<file path="config.mk">
export PLATFORM = sky130hd
export DESIGN_NAME = wdcfg_spi_slave
export DESIGN_NICKNAME = d
export VERILOG_FILES = /design/src/rtl/wdcfg_pkg.sv /design/src/rtl/wdcfg_pin_sync.sv /design/src/rtl/wdcfg_busy_timer.sv /design/src/rtl/wdcfg_cmd.sv /design/src/rtl/wdcfg_spi_slave.sv
export SDC_FILE = /design/constraint.sdc
export NUM_CORES = 1
export LEC_CHECK = 0
export ABC_AREA = 1
export CAP_MARGIN = 0
export CORE_ASPECT_RATIO = 0.7
export CORE_UTILIZATION = 30
export CTS_CLUSTER_SIZE = 24
export DETAILED_ROUTE_END_ITERATION = 16
export PLACE_DENSITY = 0.44
export SLEW_MARGIN = 15
export SYNTH_ARGS = -nofsm -noshare
export SYNTH_HDL_FRONTEND = slang
export SYNTH_HIERARCHICAL = 1
export SYNTH_SLANG_ARGS = --single-unit
</file>
<file path="constraint.sdc">
create_clock -name clk_i -period 2.9 [get_ports clk_i]
set_clock_uncertainty 0.2 [all_clocks]
set_input_delay 0.58 -clock clk_i [delete_from_list [all_inputs] [get_ports clk_i]]
set_output_delay 0.58 -clock clk_i [all_outputs]
set_load 0.005 [all_outputs]
</file>
<file path="src/rtl/wdcfg_pkg.sv">
package wdcfg_pkg;
  localparam logic [7:0] OPC_ARM    = 8'h06;
  localparam logic [7:0] OPC_DISARM = 8'h04;
  localparam logic [7:0] OPC_WRITE  = 8'h01;
  localparam logic [7:0] OPC_READ   = 8'h05;

  localparam int unsigned SEL_LSB    = 3;
  localparam int unsigned SEL_W      = 2;
  localparam int unsigned BYTE_W     = 8;
  localparam int unsigned FRAME_BITS = 2 * BYTE_W;
  localparam logic [BYTE_W-1:0] SEL_MASK  = ((1 << SEL_W) - 1) << SEL_LSB;
  localparam logic [BYTE_W-1:0] RSVD_MASK = ~SEL_MASK;

  typedef enum logic [1:0] {
    MD_OPCODE = 2'd0,
    MD_WRITE  = 2'd1,
    MD_READ   = 2'd2,
    MD_DONE   = 2'd3
  } mode_e;
endpackage

</file>
<file path="src/rtl/wdcfg_pin_sync.sv">
module wdcfg_pin_sync #(
  parameter int unsigned NPIN = 3,
  parameter logic [NPIN-1:0] RST_VAL = '0
) (
  input  logic            clk_i,
  input  logic            rst_ni,
  input  logic [NPIN-1:0] pin_i,
  output logic [NPIN-1:0] lvl_o,
  output logic [NPIN-1:0] rise_o,
  output logic [NPIN-1:0] fall_o
);
  for (genvar g = 0; g < NPIN; g++) begin : g_pin
    logic s1_q, s2_q, prev_q;
    always_ff @(posedge clk_i or negedge rst_ni) begin
      if (!rst_ni) begin
        s1_q   <= RST_VAL[g];
        s2_q   <= RST_VAL[g];
        prev_q <= RST_VAL[g];
      end else begin
        s1_q   <= pin_i[g];
        s2_q   <= s1_q;
        prev_q <= s2_q;
      end
    end
    assign lvl_o[g]  = s2_q;
    assign rise_o[g] = s2_q & ~prev_q;
    assign fall_o[g] = ~s2_q & prev_q;
  end
endmodule

</file>
<file path="src/rtl/wdcfg_busy_timer.sv">
module wdcfg_busy_timer #(
  parameter int unsigned BUSY_CYCLES = 1000
) (
  input  logic clk_i,
  input  logic rst_ni,
  input  logic start_i,
  output logic busy_o
);
  localparam int unsigned CW = $clog2(BUSY_CYCLES + 1);
  localparam logic [CW-1:0] LOAD = CW'(BUSY_CYCLES);

  logic [CW-1:0] cnt_q;

  always_ff @(posedge clk_i or negedge rst_ni) begin
    if (!rst_ni)              cnt_q <= '0;
    else if (start_i)         cnt_q <= LOAD;
    else if (cnt_q != '0)     cnt_q <= cnt_q - 1'b1;
  end

  assign busy_o = (cnt_q != '0);
endmodule

</file>
<file path="src/rtl/wdcfg_cmd.sv">
module wdcfg_cmd
  import wdcfg_pkg::*;
#(
  parameter logic [SEL_W-1:0] SEL_INIT = '0
) (
  input  logic             clk_i,
  input  logic             rst_ni,
  input  logic             sel_i,
  input  logic             cs_fall_i,
  input  logic             cs_rise_i,
  input  logic             sck_rise_i,
  input  logic             sck_fall_i,
  input  logic             si_i,
  input  logic             busy_i,
  output logic             armed_o,
  output logic             rd_mode_o,
  output logic             commit_o,
  output logic             latch_o,
  output logic [SEL_W-1:0] wd_sel_o,
  output logic             so_o
);
  localparam int unsigned CNT_W = $clog2(FRAME_BITS + BYTE_W + 1) + 1;
  localparam logic [CNT_W-1:0] CNT_MAX   = '1;
  localparam logic [CNT_W-1:0] OPC_LAST  = CNT_W'(BYTE_W - 1);
  localparam logic [CNT_W-1:0] DATA_LAST = CNT_W'(FRAME_BITS - 1);
  localparam logic [CNT_W-1:0] FRAME_END = CNT_W'(FRAME_BITS);

  logic              armed_q, latch_q, fill_q, so_q;
  logic [CNT_W-1:0]  bit_cnt_q;
  logic [BYTE_W-1:0] shreg_q, data_q, tx_q;
  logic [SEL_W-1:0]  sel_q;
  mode_e             mode_q;
  logic [BYTE_W-1:0] byte_w;
  logic [BYTE_W-1:0] rd_byte_w;

  assign byte_w    = {shreg_q[BYTE_W-2:0], si_i};
  assign rd_byte_w = BYTE_W'(sel_q) << SEL_LSB;

  assign commit_o = cs_rise_i && armed_q && (mode_q == MD_WRITE) &&
                    (bit_cnt_q == FRAME_END) && latch_q && !busy_i &&
                    ((data_q & RSVD_MASK) == '0);

  always_ff @(posedge clk_i or negedge rst_ni) begin
    if (!rst_ni) begin
      armed_q   <= 1'b0;
      latch_q   <= 1'b0;
      fill_q    <= 1'b0;
      so_q      <= 1'b0;
      bit_cnt_q <= '0;
      shreg_q   <= '0;
      data_q    <= '0;
      tx_q      <= '0;
      sel_q     <= SEL_INIT;
      mode_q    <= MD_DONE;
    end else if (cs_fall_i) begin
      armed_q   <= 1'b1;
      bit_cnt_q <= '0;
      mode_q    <= MD_OPCODE;
    end else if (cs_rise_i) begin
      if (commit_o) begin
        sel_q   <= data_q[SEL_LSB +: SEL_W];
        latch_q <= 1'b0;
      end
      mode_q <= MD_DONE;
    end else if (armed_q && sel_i && sck_rise_i) begin
      shreg_q <= byte_w;
      if (bit_cnt_q != CNT_MAX) bit_cnt_q <= bit_cnt_q + 1'b1;
      if (mode_q == MD_OPCODE && bit_cnt_q == OPC_LAST) begin
        unique case (byte_w)
          OPC_ARM: begin
            if (!busy_i) latch_q <= 1'b1;
            mode_q <= MD_DONE;
          end
          OPC_DISARM: begin
            if (!busy_i) latch_q <= 1'b0;
            mode_q <= MD_DONE;
          end
          OPC_WRITE: mode_q <= busy_i ? MD_DONE : MD_WRITE;
          OPC_READ: begin
            mode_q <= MD_READ;
            tx_q   <= busy_i ? '1 : rd_byte_w;
            fill_q <= busy_i;
          end
          default: mode_q <= MD_DONE;  // unknown: deaf until CS rises
        endcase
      end
      if (mode_q == MD_WRITE && bit_cnt_q == DATA_LAST) data_q <= byte_w;
    end else if (armed_q && sel_i && sck_fall_i && mode_q == MD_READ) begin
      so_q <= tx_q[BYTE_W-1];
      tx_q <= {tx_q[BYTE_W-2:0], fill_q};
    end
  end

  assign armed_o   = armed_q;
  assign rd_mode_o = armed_q && sel_i && (mode_q == MD_READ);
  assign latch_o   = latch_q;
  assign wd_sel_o  = sel_q;
  assign so_o      = so_q;
endmodule

</file>
<file path="src/rtl/wdcfg_spi_slave.sv">
module wdcfg_spi_slave
  import wdcfg_pkg::*;
#(
  parameter int unsigned BUSY_CYCLES = 1000,
  parameter logic [1:0]  SEL_INIT    = 2'b00
) (
  input  logic       clk_i,
  input  logic       rst_ni,
  input  logic       sck_i,
  input  logic       si_i,
  input  logic       cs_ni,
  output logic       so_o,
  output logic       so_oe_o,
  output logic [1:0] wd_sel_o
);
  localparam int unsigned NPIN = 3;
  // pin order {cs_n, si, sck}; cs_n resets low so a CS held low at reset
  // yields no falling edge and the port stays unarmed.
  localparam logic [NPIN-1:0] PIN_RST = 3'b000;

  logic [NPIN-1:0] lvl_w, rise_w, fall_w;
  logic busy_w, armed_w, rd_mode_w, commit_w, latch_w;

  wdcfg_pin_sync #(.NPIN(NPIN), .RST_VAL(PIN_RST)) i_sync (
    .clk_i  (clk_i),
    .rst_ni (rst_ni),
    .pin_i  ({cs_ni, si_i, sck_i}),
    .lvl_o  (lvl_w),
    .rise_o (rise_w),
    .fall_o (fall_w)
  );

  wdcfg_busy_timer #(.BUSY_CYCLES(BUSY_CYCLES)) i_busy (
    .clk_i   (clk_i),
    .rst_ni  (rst_ni),
    .start_i (commit_w),
    .busy_o  (busy_w)
  );

  wdcfg_cmd #(.SEL_INIT(SEL_INIT)) i_cmd (
    .clk_i      (clk_i),
    .rst_ni     (rst_ni),
    .sel_i      (~lvl_w[2]),
    .cs_fall_i  (fall_w[2]),
    .cs_rise_i  (rise_w[2]),
    .sck_rise_i (rise_w[0]),
    .sck_fall_i (fall_w[0]),
    .si_i       (lvl_w[1]),
    .busy_i     (busy_w),
    .armed_o    (armed_w),
    .rd_mode_o  (rd_mode_w),
    .commit_o   (commit_w),
    .latch_o    (latch_w),
    .wd_sel_o   (wd_sel_o),
    .so_o       (so_o)
  );

  assign so_oe_o = rd_mode_w;
endmodule

</file>
==> flow_metrics.env <==
export IMPL_outcome="finished, final reports clean"
export IMPL_row_count=29
export IMPL_drcViolationCount=0
export IMPL_relSlewSlack_pct=51.33
export IMPL_worst_pin_slew_ns=0.7300
export IMPL_placed_cells=501
export IMPL_antenna_found_initial=0
export IMPL_r2r_start="i_busy/cnt_q[0]$_DFFE_PN0P_"
export IMPL_hold_class="input pin to asynchronous set/reset pin"
export IMPL_dpl_hpwl_mm=4.411
export IMPL_synth_cell_area_um2=2918
export IMPL_nets=392
export IMPL_ios=9
export IMPL_ctsResizeCount=0
export IMPL_endpoint="i_busy/cnt_q[1]$_DFFE_PN0P_"
export IMPL_syn_nets=380
export IMPL_cp_required_ns=2.92
export IMPL_routedWlPerCell_um=11.89
export IMPL_cpPeakStageDelay_ns=0.37
export IMPL_fmax_mhz=385.4
export IMPL_cp_arrival_ns=2.61
export IMPL_max_vdd_ir_drop_v=0.0002282
export IMPL_regToRegEndpoint="i_busy/cnt_q[1]$_DFFE_PN0P_"
export IMPL_setup_violations=0
export IMPL_cts_hold_buf=0
export IMPL_power_leakage_nw=1.660
export IMPL_globalplace_congestion=0.7845
export IMPL_maxCapViolCount=0
export IMPL_path_clk_slew_ns=0.07
export IMPL_hold_viol=0
export IMPL_cts_htree_levels=2
export IMPL_wirelength_mm=6.054
export IMPL_ys_warn_count=6
export IMPL_vias_per_cell=4.379
export IMPL_cts_buffer_depth=2
export IMPL_dieArea_um2=10130
export IMPL_die_w_um=119.9
export IMPL_rsz0062_at_grt="no"
export IMPL_first_pass_iters=5
export IMPL_path_cells="inv_1 > ha_1 > nand2_4 > nor2_8 > nand2_4 > inv_1 > nand3_1 > nor4_1 > clkinv_1 > buf_4 > nand3_4 > nand2_1 > o21ai_2"
export IMPL_crit_type="flop to flop"
export IMPL_grt_pass1_wl_mm=10.76
export IMPL_drt_antenna_violating_nets=0
export IMPL_cts_setup_buffers=0
export IMPL_cts_buffers=5
export IMPL_grt_overflow=0
export IMPL_drive_gt1_share_pct=10.39
export IMPL_postSynthCellCount=372
export IMPL_syn_to_final_growth_pct=13.29
export IMPL_grt_max_degree=30
export IMPL_worstRegToRegCells=13
export IMPL_cp_start_kind="flop"
export IMPL_min_period_ns=2.595
export IMPL_avgSynthCellArea_um2=7.844
export IMPL_tns_ns=0
export IMPL_drv_slew=0
export IMPL_drt_iter0_drc=88
export IMPL_cp_end_kind="flop"
export IMPL_min_period_over_period_pct=89.48
export IMPL_slowest_stage="dfrtp_1"
export IMPL_cts_root_buf="clkbuf_16"
export IMPL_gr_usage_all_layers_pct=13.71
export IMPL_portBuffers=8
export IMPL_dpl_worst_slack_ns=0.2927
export IMPL_clock_latency_ns=0.29
export IMPL_chipHeight_um=84.51
export IMPL_cp_max_fo=11
export IMPL_first_global_vias=2160
export IMPL_antenna_cells=0
export IMPL_tritoncts="yes"
export IMPL_final_cell_area_um2=3306
export IMPL_power_per_cell_area_nw_per_um2=560.6
export IMPL_cts_sinks=55
export IMPL_vias=2229
export IMPL_placeableCoreArea_um2=9253
export IMPL_r2r_slack_ns=0.31
export IMPL_final_cells=509
export IMPL_worst_slack_ns=0.3052
export IMPL_crit_start="i_busy/cnt_q[0]$_DFFE_PN0P_"
export IMPL_start_util_pct=31.53
export IMPL_placedInstanceArea_um2=3137
==> routing by layer <==
layer  vias up  track usage, %  share of wire (%)
met3         6           3.804                4.0
met4         0           4.659                1.3
li1       1179               -                  -
met1      1011           20.61                 55
met5         -               0                  0
met2        33           18.55                 39
==> stage by stage <==
step           hold WS [ns]  total power, mW  utilization, %
2_1_floorplan       0.08441            1.097               -
3_3_place_gp         0.1347            1.189           33.90
3_5_place_dp         0.1347            1.192           33.90
4_1_cts              0.1509            1.888           35.73
5_1_grt              0.1617            1.977           35.73
6_report             0.1465            1.853           35.73
==> sequential cells by signal, summed over array words and instances, names as in the netlist <==
register and count:
i_sync/g_pin.prev_q 2, i_cmd/data_q 8, i_cmd/mode_q 2, i_sync/g_pin.s1_q 3, i_cmd/tx_q 8, i_busy/cnt_q 10, i_cmd/fill_q 1, i_cmd/armed_o 1
i_cmd/so_o 1, i_cmd/latch_o 1, i_cmd/wd_sel_o 2, i_sync/g_pin.s2_q 3, i_cmd/bit_cnt_q 6, i_cmd/shreg_q 7
==> worst min path at each step <==
stage | start | endpoint | slack (ns) | cells past startpoint
6_report | rst_ni | i_cmd/bit_cnt_q[0]$_DFFE_PN0P_ | 0.15 | 1
5_1_grt | i_sync/g_pin[0].s1_q$_DFF_PN0_ | i_sync/g_pin[0].s2_q$_DFF_PN0_ | 0.16 | 0
4_1_cts | i_sync/g_pin[1].s1_q$_DFF_PN0_ | i_sync/g_pin[1].s2_q$_DFF_PN0_ | 0.15 | 0
3_5_place_dp | i_sync/g_pin[1].s1_q$_DFF_PN0_ | i_sync/g_pin[1].s2_q$_DFF_PN0_ | 0.13 | 0
3_3_place_gp | i_sync/g_pin[2].s1_q$_DFF_PN0_ | i_sync/g_pin[2].s2_q$_DFF_PN0_ | 0.13 | 0
2_1_floorplan | rst_ni | i_busy/cnt_q[0]$_DFFE_PN0P_ | 0.08 | 0
==> area by class of cell <==
type | count | area (µm²)
clock buffer | 5 | 125.1
clock inverter | 3 | 43.79
fill | 984 | 5947
inverter | 74 | 280.3
multi-input combinational | 238 | 1220
sequential | 55 | 1379
tap | 124 | 155.1
timing repair buffer | 10 | 102.6
==> report_power, final <==
| part | switching, mW | internal, mW |
|---|---|---|
| clock | 0.274 | 0.408 |
| sequential | 0.0421 | 0.851 |
| combinational | 0.174 | 0.104 |
==> placed cells by master (no fill, tap or decap), drive strengths merged <==
master and count:
nand2 90, inv 73, dfrtp 53, nor2 50, o21ai 40, nand3 35
nand4 9, clkdlybuf4s50 7, clkbuf 5, ha 3, or2 3, clkinv 3
buf 3, dfstp 2, a21oi 2, bufinv 1, o211ai 1, nor4 1
o21bai 1, o31ai 1, nor3 1, o21a 1
==> critical path: cells and delay by family (launching register included) <==
family,cells,cell delay [ns]
DFF,1,0.37
AOI/OAI and AO/OA,1,0.06
adders and majority gates,1,0.31
buffers and inverters,4,0.56
and+or+nand+nor,7,1.02
Note: power is estimated with default switching activity, not from simulation.
